File: config.mk
export PLATFORM = sky130hd
export DESIGN_NAME = flash_tick_div
export DESIGN_NICKNAME = d
export VERILOG_FILES = /design/src/rtl/flash_tick_pkg.sv /design/src/rtl/flash_tick_decode.sv /design/src/rtl/flash_tick_ctrl.sv /design/src/rtl/flash_tick_count.sv /design/src/rtl/flash_tick_div.sv
export SDC_FILE = /design/constraint.sdc
export NUM_CORES = 1
export LEC_CHECK = 0
export ABC_AREA = 1
export BUFFER_PORTS_ARGS = -buffer_cell sky130_fd_sc_hd__buf_2
export CAP_MARGIN = 25
export CORE_MARGIN = 2
export CORE_UTILIZATION = 57
export CTS_CLUSTER_DIAMETER = 100
export DETAILED_ROUTE_END_ITERATION = 7
export PLACE_DENSITY = 0.8
export SLEW_MARGIN = 20
export SYNTH_ARGS = -nofsm -noshare
export SYNTH_HDL_FRONTEND = slang
export SYNTH_SLANG_ARGS = --single-unit
File: constraint.sdc
create_clock -name clk -period 3.35 [get_ports clk]
set_input_delay 0.335 -clock clk [delete_from_list [all_inputs] [get_ports clk]]
set_output_delay 0.335 -clock clk [all_outputs]
set_load 0.05 [all_outputs]
File: src/rtl/flash_tick_pkg.sv
package flash_tick_pkg;
  localparam int CODE_W       = 4;
  localparam int DIV_W        = 9;
  localparam int LAST_OK_CODE = 12;

  // Factor for a code: even codes give 2<<k, odd codes give 3<<k, k = code/2.
  function automatic logic [DIV_W-1:0] code_to_div(input logic [CODE_W-1:0] c);
    logic [DIV_W-1:0] base;
    base = c[0] ? DIV_W'(3) : DIV_W'(2);
    return base << c[CODE_W-1:1];
  endfunction
endpackage

File: src/rtl/flash_tick_decode.sv
module flash_tick_decode
  import flash_tick_pkg::*;
#(
  parameter int CW      = CODE_W,
  parameter int DW      = DIV_W,
  parameter int LAST_OK = LAST_OK_CODE
) (
  input  logic [CW-1:0] code,
  output logic [DW-1:0] div_val,
  output logic          reserved
);
  always_comb begin
    reserved = (int'(code) > LAST_OK);
    div_val  = reserved ? '0 : DW'(code_to_div(CODE_W'(code)));
  end
endmodule

File: src/rtl/flash_tick_ctrl.sv
module flash_tick_ctrl #(
  parameter int DW = 9
) (
  input  logic          clk,
  input  logic          rst,
  input  logic          op_start,
  input  logic          op_busy,
  input  logic [DW-1:0] div_val,
  input  logic          reserved,
  output logic          run,
  output logic          launch,
  output logic [DW-1:0] div_held,
  output logic          cfg_err
);
  logic accept;

  assign accept = op_start && !op_busy;
  assign launch = accept && !reserved;

  always_ff @(posedge clk) begin
    if (rst) begin
      run      <= 1'b0;
      div_held <= '0;
      cfg_err  <= 1'b0;
    end else if (accept) begin
      if (reserved) begin
        run      <= 1'b0;
        div_held <= '0;
        cfg_err  <= 1'b1;
      end else begin
        run      <= 1'b1;
        div_held <= div_val;
        cfg_err  <= 1'b0;
      end
    end else if (!op_busy) begin
      run <= 1'b0;
    end
  end
endmodule

File: src/rtl/flash_tick_count.sv
module flash_tick_count #(
  parameter int DW = 9
) (
  input  logic          clk,
  input  logic          rst,
  input  logic          launch,
  input  logic          run,
  input  logic          op_busy,
  input  logic [DW-1:0] div_held,
  output logic          tick_r
);
  logic [DW-1:0] cnt;
  logic          wrap;

  assign wrap = (cnt == div_held - DW'(1));

  always_ff @(posedge clk) begin
    if (rst || launch || !run || !op_busy) begin
      cnt    <= '0;
      tick_r <= 1'b0;
    end else if (wrap) begin
      cnt    <= '0;
      tick_r <= 1'b1;
    end else begin
      cnt    <= cnt + DW'(1);
      tick_r <= 1'b0;
    end
  end
endmodule

File: src/rtl/flash_tick_div.sv
module flash_tick_div
  import flash_tick_pkg::*;
#(
  parameter int CW      = CODE_W,
  parameter int DW      = DIV_W,
  parameter int LAST_OK = LAST_OK_CODE
) (
  input  logic          clk,
  input  logic          rst,
  input  logic [CW-1:0] div_code,
  input  logic          op_start,
  input  logic          op_busy,
  output logic          tick,
  output logic [DW-1:0] div_held,
  output logic          cfg_err
);
  logic [DW-1:0] div_val;
  logic          reserved;
  logic          run;
  logic          launch;
  logic          tick_r;

  flash_tick_decode #(.CW(CW), .DW(DW), .LAST_OK(LAST_OK)) u_dec (
    .code    (div_code),
    .div_val (div_val),
    .reserved(reserved)
  );

  flash_tick_ctrl #(.DW(DW)) u_ctrl (
    .clk     (clk),
    .rst     (rst),
    .op_start(op_start),
    .op_busy (op_busy),
    .div_val (div_val),
    .reserved(reserved),
    .run     (run),
    .launch  (launch),
    .div_held(div_held),
    .cfg_err (cfg_err)
  );

  flash_tick_count #(.DW(DW)) u_cnt (
    .clk     (clk),
    .rst     (rst),
    .launch  (launch),
    .run     (run),
    .op_busy (op_busy),
    .div_held(div_held),
    .tick_r  (tick_r)
  );

  assign tick = tick_r && op_busy;
endmodule

==> summary.txt, run 1 <==
Status
  • Outcome: finished, final reports clean

Final layout
  • Filler instances: approximately 180
  • Fraction of layout cells with a size suffix above 1: 14.6%
  • Ant. Diodes: 0
  • Area occupied by multi-input gates: 678 um^2
  • Finished Layout Cells: roughly 240
  • Sequential Area: 420 um^2
  • Layout area overhead: 11.6%
  • Commonest non-fill, non-tap cells in the layout: nand2_1 (61), nor2_1 (35), inv_1 (26)
  • Leading cell type in the layout, fill and taps excluded: nand2_1
  • Nets: 223

Worst setup path
  • Setup crit end kind: flip-flop
  • CP required: 3.57 ns
  • RR Startpoint: u_ctrl.div_held[0]$_SDFFE_PP0P_
  • CP startpoint kind: flip-flop
  • Crit path kind: flip-flop to flip-flop
  • Crit Path Max Fanout: 9
  • Beginning of the critical path: u_ctrl.div_held[0]$_SDFFE_PP0P_
  • CP arrival: 1.93 ns

CTS
  • Clk buf depth: 2
  • H-tree lvl count: 1
  • Post-CTS Setup Inserts: 0
  • Clock sinks: 21
  • Gates resized, CTS repair: 0
  • Clock transition at path regs: roughly 0.12 ns
  • CTS tree: yes
  • Hold Buf Count CTS: 0
  • Worst skew pair latency: 0.31 ns
  • Clock root buffer: clkbuf_4
  • CTS Buf Count: 3

Pwr
  • Leak: 0.000663 uW
  • Pwr dens: 334 nW/um^2
  • Worst VDD drop: between 0.0002 and 0.0003 V
  • Tot Pwr: roughly 450 uW

Routing
  • Final ANT Viol Nets: 0
  • Number of vias per cell: 4.99
  • Violation count after the first detailed-route iteration: 43
  • Drt wl/cell: 10.7 um
  • Post-route DRC violation count: 0
  • Total Routed Length: 2.55 mm
  • Drt pass-1 iters: 4
  • DR vias: 1,192

Floorplan
  • I/O pins: 19
  • Area of the core: 1980 um^2
  • Core Rows: 16
  • Die W: 50.2 um
  • Die span in y: 50.2 um
  • Die ar.: 2520 um^2
  • Starting Density: 61.4%

STA
  • Highest clock rate: 0.586 GHz
  • Worst-Margin Slew: 0.343 ns
  • Hold Vio Cnt, Final: 0
  • Clk_skew: 0.00603 ns
  • Slew HR: 77.0%
  • Minimum clock period: 1.71 ns
  • Hold_ws: 0.306 ns
  • Worst Slack Setup Final: 1.64 ns
  • Setup TNS: 0 ns
  • Slew Viols, Final: 0
  • RSZ-0062 raised after global routing: false
  • Setup violators final: 0
  • Period utilisation layout: 50.9%

Synthesis
  • Seq/Total Area, Yosys: 34.6%
  • Area of the mapped netlist: 1220 um^2
  • Post-synthesis cell count: 193
  • Synth top area share: 34.6%
  • Synthesized area per cell: 6.30 um^2
  • Synthesis warning total: 0
  • Register bit total from synthesis: 21
  • Mapped Nets: 203
  • Synth area leader: dfxtp_1
  • Synth cell types: 23
  • Area contributors post-synth: dfxtp_1 (35%), nand2_1 (19%), nor2_1 (11%)

Global route
  • Largest net degree at the start of global routing: 14
  • GRT Util Overall: 23.9%
  • First-pass GRT wire length: ~4.6 mm
  • Initial antenna violation count: 0
  • Grt ovf: 0
  • Vias in the first global route: 1,124

Hold path
  • Min-delay worst type: input port to flip-flop
  • Hold_sp: rst

Place
  • Inst Count DP: 235
  • Dpl hpwl: 2.01 mm
  • Place WS: 1.69 ns
  • Final Wtd Congestion: roughly 0.83
  • Number of I/O port buffers: 18

Run
  • Number of max-cap violations: 0
## flip-flops by register name, indices dropped and copies added, names as in the netlist
signal,count
u_cnt.cnt,9
u_ctrl.div_held,9
u_cnt.tick_r,1
u_ctrl.cfg_err,1
u_ctrl.run,1
## final cells by class
cell class                      instances  area share [%]
Clock buffer                            3            1.66
Clock inverter                          1           0.553
Inverter                               28            7.74
Multi-Input combinational cell        141            50.0
Sequential cell                        21            31.0
Tap cell                               27            2.49
Timing Repair Buffer                   18            6.64
## synth_stat cells, drive strengths merged
| cell type | n |
|---|---|
| nand3b | 1 |
| nand2 | 62 |
| o21ai | 1 |
| clkbuf | 3 |
| a21oi | 7 |
| nand3 | 10 |
| ha | 2 |
| o211ai | 2 |
| and3 | 1 |
| xnor2 | 3 |
| xor2 | 8 |
| nor3 | 1 |
| nand4 | 1 |
| inv | 28 |
| o31ai | 1 |
| a22oi | 1 |
| nor2 | 39 |
| dfxtp | 21 |
| a32oi | 1 |
## where the power goes
group	internal, uW	switching [uW]	total [uW]	leakage [uW]
logic	21.5	47.0	68.5	0.000479
clock network	45.6	80.9	127	0.0000139
registers	253	4.75	258	0.000170
total	321	133	453	0.000663
## metal layers
metal	routed length [um]	vias up	share of wire, %	GRT usage (%)
met4	38	0	1.5	8.33
met5	0	-	0	0
li1	-	626	-	-
met3	108	5	4.2	3.57
met2	1290	24	51	42.8
met1	1110	537	44	28.8
## worst paths after layout
check | to | slack (ns) | depth (start not counted)
min | u_ctrl.div_held[7]$_SDFFE_PP0P_ | 0.31 | 2
max reg2reg | u_cnt.cnt[7]$_SDFF_PP0_ | 1.64 | 13
max | u_cnt.cnt[7]$_SDFF_PP0_ | 1.64 | 13
min reg2reg | u_ctrl.div_held[8]$_SDFFE_PP0P_ | 0.48 | 2
## cell families after synthesis
family	after synthesis	synth area share (%)
compound gates	13	6.89
xor+xnor	11	7.92
fa+ha+maj	2	2.06
buf+inv	31	9.67
flops	21	34.6
simple gates	115	38.9
## through the flow
stage / area [um^2] / util (%)
2_1_floorplan: 1220 / -
6_report: 1360 / 68.5
5_1_grt: 1360 / 68.5
3_3_place_gp: 1330 / 67.0
3_5_place_dp: 1330 / 67.0
4_1_cts: 1360 / 68.5
## critical path, stage by stage, from the launching register on
cell	delay [ns]
dfxtp_1	0.38
inv_1	0.10
ha_1	0.30
inv_1	0.05
nand2_1	0.06
nand2_1	0.05
nor2_1	0.09
nand2_1	0.05
nor2_1	0.09
nand2_1	0.06
nor2_1	0.11
nand2_1	0.10
nand2_4	0.12
nor2_1	0.05
Power figures use the tool's default switching activity.
==> run 2: changes to the inputs <==
--- a/config.mk
+++ b/config.mk
@@ -5,14 +5,14 @@
 export SDC_FILE = /design/constraint.sdc
 export NUM_CORES = 1
 export LEC_CHECK = 0
-export ABC_AREA = 1
+export ABC_AREA = 0
 export BUFFER_PORTS_ARGS = -buffer_cell sky130_fd_sc_hd__buf_2
 export CAP_MARGIN = 25
 export CORE_MARGIN = 2
-export CORE_UTILIZATION = 57
+export CORE_UTILIZATION = 55
 export CTS_CLUSTER_DIAMETER = 100
 export DETAILED_ROUTE_END_ITERATION = 7
-export PLACE_DENSITY = 0.8
+export PLACE_DENSITY = 0.78
 export SLEW_MARGIN = 20
 export SYNTH_ARGS = -nofsm -noshare
 export SYNTH_HDL_FRONTEND = slang
==> constraint.sdc (replaced) <==
create_clock -name clk -period 1.7 [get_ports clk]
set_input_delay 0.17 -clock clk [delete_from_list [all_inputs] [get_ports clk]]
set_output_delay 0.17 -clock clk [all_outputs]
set_load 0.05 [all_outputs]
==> run 2 against run 1 <==
Compared with the run above:
- the flow now finishes with violations (negative setup slack)
- critical endpoint is now u_cnt.tick_r$_SDFF_PP0_
- routed wire length increased by 3.1%
- non-clock buffer count rose by 15
- highest routed layer unchanged
- utilization increased by 7.4 points
- final cell count is 21% lower
- clock skew decreased by 0.0050 ns
==> summary.txt, run 2 <==
Final layout
  • Leading cell type in the layout, fill and taps excluded: buf_2
  • Area occupied by multi-input gates: 798 um^2
  • Filler instances: 161
  • Ant. Diodes: 0
  • Nets: 174
  • Finished Layout Cells: 190
  • Commonest non-fill, non-tap cells in the layout: buf_2 (18), buf_4 (13), dfxtp_1 (13)
  • Regs by FF count: u_cnt.cnt (9), u_ctrl.div_held (9)
  • Fraction of layout cells with a size suffix above 1: between 40% and 50%
  • Layout area overhead: 28.5%
  • Sequential Area: 443 um^2

Global route
  • Vias in the first global route: 1,028
  • Initial antenna violation count: 0
  • GRT Util Overall: 24.1%
  • First-pass GRT wire length: 4.59 mm
  • Grt ovf: 0
  • Largest net degree at the start of global routing: 21

STA
  • Worst-Margin Slew: 0.529 ns
  • Clk_skew: roughly 0.0010 ns
  • Hold Vio Cnt, Final: 0
  • Minimum clock period: 1.72 ns
  • Slew HR: 64.7%
  • RSZ-0062 raised after global routing: true
  • Setup violators final: 7
  • Highest clock rate: 0.582 GHz
  • Worst Slack Setup Final: -0.0174 ns
  • Slew Viols, Final: 0
  • Period utilisation layout: 101%

CTS
  • Clock sinks: 21
  • Clk buf depth: 2
  • CTS Buf Count: 3
  • Clock root buffer: clkbuf_4
  • CTS tree: yes
  • Hold Buf Count CTS: 0
  • Worst skew pair latency: 0.29 ns
  • H-tree lvl count: 1
  • Clock transition at path regs: 0.11 ns

Synthesis
  • Post-synthesis cell count: 131
  • Synthesis warning total: 0
  • Seq/Total Area, Yosys: 35.6%
  • Register bit total from synthesis: 21
  • Synth cell types: 35
  • Synth area leader: dfxtp_1
  • Area contributors post-synth: dfxtp_1 (36%), nor4_2 (8.5%), xnor2_1 (8.1%)
  • Async SR Flop Fraction: 0%
  • Top_reg_cell synth: dfxtp_1
  • Mapped Nets: 141
  • Synth top area share: ~36%
  • Top cells by count, synth: dfxtp_1 (21), nor2_1 (13), xnor2_1 (11), nand2_1 (9), nor4_2 (8)
  • Post-synth EDFFs: 0
  • Synthesized area per cell: around 9 um^2
  • Area of the mapped netlist: approximately 1200 um^2
  • Most common cell in the synthesized netlist: dfxtp_1

Place
  • Final Wtd Congestion: 0.871
  • Inst Count DP: 180
  • Number of I/O port buffers: 18
  • Dpl hpwl: ~1.9 mm

Status
  • Outcome: finished, violations left
  • Failing checks: negative setup slack

Worst setup path
  • CP required: between 1.5 and 2 ns
  • CP arrival: 1.97 ns
  • Crit path kind: flip-flop to flip-flop
  • Crit Path Max Fanout: 6
  • Setup crit end kind: flip-flop
  • CP startpoint kind: flip-flop

Pwr
  • Tot Pwr: 886 uW
  • Pwr dens: 583 nW/um^2
  • Leak: between 0.0005 and 0.0006 uW
  • Worst VDD drop: 0.000553 V

Routing
  • Drt pass-1 iters: 4
  • Violation count after the first detailed-route iteration: 18
  • DR vias: 1,042
  • Total Routed Length: roughly 2.6 mm
  • Drt wl/cell: 13.8 um
  • Final ANT Viol Nets: 0
  • Post-route DRC violation count: 0
  • Number of vias per cell: 5.48

Run
  • Number of max-cap violations: 0

Floorplan
  • Die span in y: 50.4 um
  • Starting Density: 59.1%
  • Die W: between 50 and 60 um
  • Area of the core: around 2000 um^2
  • Die ar.: 2540 um^2
  • I/O pins: 19
  • Core Rows: 16

Hold path
  • Min-delay worst type: input port to flip-flop
run 2: cell type report:
cell class | instances | share of cell area, %
flip-flops and latches | 21 | 29.2
repair buffers | 33 | 13.8
clock buffers | 4 | 1.73
inverters | 2 | 0.494
multi-input cells | 103 | 52.6
well taps | 27 | 2.22
run 2: layer usage:
layer,wire [um],GRT usage (%),part of all wire [%],vias to the layer above
met5,0,0,0,-
met4,56,11.7,2.1,0
met3,111,3.27,4.2,6
met2,1230,38.6,47,30
met1,1230,32.0,47,471
li1,-,-,-,535
run 2: through the flow:
step / area, um^2 / hold slack [ns] / TNS [ns] / worst slack (ns) / util, %
5_1_grt: 1520 / 0.227 / -1.28 / -0.147 / 75.9
6_report: 1520 / 0.204 / -0.0649 / -0.0174 / 75.9
4_1_cts: 1500 / 0.197 / -0.175 / -0.0335 / 74.9
3_3_place_gp: 1380 / 0.486 / -0.344 / -0.0426 / 68.9
2_1_floorplan: 1210 / 0.318 / 0 / 0.000457 / -
3_5_place_dp: 1380 / 0.490 / -0.714 / -0.0844 / 68.9
run 2: timing repair:
| action | CTS | global route |
|---|---|---|
| resized for setup | 11 | 5 |
| cloned | 0 | 0 |
| pin swaps | 14 | 3 |
| setup buffers | 5 | 1 |
| setup endpoints to repair | 10 | 10 |
run 2: path summary, 6_finish.rpt:
check	slack, ns	cells past startpoint	to	start
setup / recovery	-0.02	8	u_cnt.tick_r$_SDFF_PP0_	u_ctrl.div_held[1]$_SDFFE_PP0P_
hold / removal	0.20	3	u_ctrl.div_held[6]$_SDFFE_PP0P_	div_code[1]
setup reg to reg	-0.02	8	u_cnt.tick_r$_SDFF_PP0_	u_ctrl.div_held[1]$_SDFFE_PP0P_
hold reg to reg	0.51	2	u_ctrl.div_held[3]$_SDFFE_PP0P_	u_ctrl.div_held[3]$_SDFFE_PP0P_
run 2: cell families (layout without fill, tap and decap cells):
group	count (synthesis)	after routing	share of synthesized area (%)
simple gates	64	64	34.0
flops	21	21	35.6
xor+xnor	19	19	14.7
compound gates	17	17	9.95
buf+inv	7	39	2.86
fa+ha+maj	2	2	2.12
mux	1	1	0.847
run 2: report_power, final:
part	switching (uW)	leakage [uW]	internal, uW
Sequential	9.49	0.000175	495
Combinational	92.5	0.000403	57.3
Clock	140	0.0000150	91.4
run 2: critical path, cell delays in order (launching register included):
cell and delay, ns:
dfxtp_4 0.37, inv_2 0.07, ha_4 0.15, buf_4 0.14, nand2_1 0.06, o41ai_2 0.34, o2111a_2 0.29, buf_6 0.14
and2_1 0.12
==> run 3: changes to the inputs <==
==> constraint.sdc (replaced) <==
create_clock -name clk -period 1.7 [get_ports clk]
set_input_delay 0.34 -clock clk [delete_from_list [all_inputs] [get_ports clk]]
set_output_delay 0.34 -clock clk [all_outputs]
set_load 0.05 [all_outputs]
==> run 3 against run 2 <==
Compared with the run above:
- via count is 4.7% higher
- first-iteration DRC count is 22% higher
- clock skew is 0.0013 ns higher
- non-clock buffer count stayed put
- cell area is 0.66% lower
- global-route usage is 2.1 points lower
- the flow still finishes with violations (negative setup slack)
- die area stayed put
- routed wire length is 2.7% higher
- power is 1.5% higher
- critical endpoint is now u_cnt.cnt[6]$_SDFF_PP0_
==> summary.txt, run 3 (same netlist as run 2, synthesis figures left out) <==
Routing
  • DR vias: 1,091
  • Number of vias per cell: between 5 and 6
  • Drt pass-1 iters: 4
  • Drt wl/cell: 14.2 um
  • Total Routed Length: 2.70 mm
  • Post-route DRC violation count: 0
  • Final ANT Viol Nets: 0
  • Violation count after the first detailed-route iteration: 22

Final layout
  • Leading cell type in the layout, fill and taps excluded: buf_2
  • Nets: 174
  • Commonest non-fill, non-tap cells in the layout: buf_2 (18), buf_4 (14), dfxtp_1 (14)
  • Layout area overhead: 27.6%
  • Fraction of layout cells with a size suffix above 1: 37.4%
  • Ant. Diodes: 0
  • Finished Layout Cells: 190
  • Final design utilization: 75.4%
  • Regs by FF count: u_cnt.cnt (9), u_ctrl.div_held (9)
  • Final design instance area without fill: ~1500 um^2

Pwr
  • Net Sw Power: 252 uW
  • Clock network power share: 26.7%
  • Reg power frac: 56.1%
  • Combinational Power Share: 17.2%
  • Cell internal pwr: around 650 uW
  • Sw frac: 28.1%
  • Worst VDD drop: 0.000598 V
  • Pwr dens: 596 nW/um^2
  • Leak: 0.000598 uW

Place
  • Dpl hpwl: 1.94 mm
  • Number of I/O port buffers: 18
  • Final Wtd Congestion: 0.840
  • Inst Count DP: 181
  • Placed Instance Area: 1400 um^2

CTS
  • Clk buf depth: 2
  • CTS Buf Count: 3
  • Worst skew pair latency: 0.30 ns
  • CTS tree: yes
  • Hold Buf Count CTS: 0
  • Clock root buffer: clkbuf_4
  • Clock transition at path regs: around 0.11 ns
  • H-tree lvl count: 1
  • Clock sinks: 21

Worst setup path
  • Setup crit end kind: flip-flop
  • Crit path buf inv count: 1
  • Worst reg-to-reg setup slack: -0.09 ns
  • Crit path kind: flip-flop to flip-flop
  • RR Startpoint: u_ctrl.div_held[4]$_SDFFE_PP0P_
  • Worst path cell trace: nor4_4 -> nand2_2 -> xor2_2 -> nor3b_2 -> o2111a_1 -> buf_12 -> nor4_2
  • CP required: 1.92 ns
  • Delay-heaviest family, CP: simple AND/OR/NAND/NOR gates
  • R2r endpoint: u_cnt.cnt[6]$_SDFF_PP0_
  • Worst path max stage delay: 0.38 ns
  • Reg2reg path depth: 7
  • CP arrival: between 2 and 2.5 ns
  • Crit Path Max Fanout: 10
  • CP startpoint kind: flip-flop
  • CP max stage cell: dfxtp_4

Hold path
  • Hold path endpoint: u_ctrl.div_held[6]$_SDFFE_PP0P_
  • WHS Path Cells: 3
  • Min-delay worst type: input port to flip-flop
  • Hold_sp: div_code[1]

Floorplan
  • Die span in y: 50.4 um
  • Die W: approximately 50 um
  • Die ar.: 2540 um^2
  • Area of the core: 2000 um^2
  • Starting Density: 59.1%
  • Core Rows: 16
  • I/O pins: 19

STA
  • Worst Slack Setup Final: -0.0914 ns
  • Period utilisation layout: 105%
  • Minimum clock period: 1.79 ns
  • RSZ-0062 raised after global routing: true
  • Hold Vio Cnt, Final: 0
  • Highest clock rate: 0.558 GHz
  • Slew Viols, Final: 0
  • Setup violators final: 10
  • Clk_skew: 0.00226 ns
  • Worst-Margin Slew: 0.607 ns
  • Slew HR: 59.4%

Status
  • Outcome: finished, violations left
  • Failing checks: negative setup slack

Global route
  • Vias in the first global route: approximately 990
  • Grt ovf: 0
  • Initial antenna violation count: 0
  • Largest net degree at the start of global routing: 21
  • GRT Util Overall: approximately 22%
  • First-pass GRT wire length: around 4.2 mm

Run
  • Number of max-cap violations: 0
## run 3: cell types whose count changed in the layout (fill, tap and decap cells not counted), moves of 2 or more
| cell | previous run | this run |
|---|---|---|
| nor4_2 | 8 | 5 |
| buf_6 | 2 | 0 |
| o21ai_0 | 0 | 2 |
| nor4_4 | 2 | 4 |
## run 3: layout make-up
type / instances / area [um^2]
clock buffers: 4 / 26.3
fillers: 153 / 493
inverters: 2 / 7.51
multi-input cells: 103 / 785
flip-flops and latches: 21 / 442
well taps: 27 / 33.8
repair buffers: 33 / 215
## run 3: worst max-delay path by stage
stage	end	cells after the start	from	slack [ns]
floorplan	u_cnt.cnt[2]$_SDFF_PP0_	7	u_ctrl.div_held[4]$_SDFFE_PP0P_	0.0005
global placement	u_cnt.tick_r$_SDFF_PP0_	7	u_ctrl.div_held[2]$_SDFFE_PP0P_	-0.02
global route	u_cnt.cnt[2]$_SDFF_PP0_	7	u_ctrl.div_held[4]$_SDFFE_PP0P_	-0.20
detailed placement	u_cnt.cnt[6]$_SDFF_PP0_	7	u_ctrl.div_held[2]$_SDFFE_PP0P_	-0.04
CTS	u_cnt.cnt[4]$_SDFF_PP0_	8	u_ctrl.div_held[0]$_SDFFE_PP0P_	-0.05
finish	u_cnt.cnt[6]$_SDFF_PP0_	7	u_ctrl.div_held[4]$_SDFFE_PP0P_	-0.09
## run 3: power by group through the flow
stage	clock (uW)	sequential, uW	combinational [uW]
detailed placement	0	518	140
finish	240	504	155
global placement	0	517	136
global route	258	506	165
CTS	245	504	147
floorplan	0	538	77.8
## run 3: worst register-to-register path: stages, from the launching register on
cell and delay, ns:
dfxtp_4 0.38, nor4_4 0.34, nand2_2 0.13, xor2_2 0.16, nor3b_2 0.07, o2111a_1 0.27
buf_12 0.16, nor4_2 0.19
## run 3: routing by layer
metal	up-vias	global-route usage [%]	wire [um]	share of wire [%]
met1	516	29.5	1270	47
met4	0	6.76	58	2.1
met5	-	0	0	0
met2	32	36.4	1270	47
li1	535	-	-	-
met3	8	3.57	106	3.9
## run 3: repair_timing
item	4_1_cts	5_1_grt
setup buffers	5	0
setup endpoints to repair	10	10
pin swaps	4	3
cloned	0	0
resized for setup	2	5
## run 3: metrics by stage
stage / total power (uW) / setup slack, ns / hold WS [ns] / TNS [ns]
global route: 929 / -0.197 / 0.365 / -1.77
detailed placement: 657 / -0.0426 / 0.499 / -0.348
CTS: 896 / -0.0487 / 0.359 / -0.292
floorplan: 616 / 0.000457 / 0.474 / 0
global placement: 653 / -0.0157 / 0.485 / -0.0865
finish: 899 / -0.0914 / 0.369 / -0.853
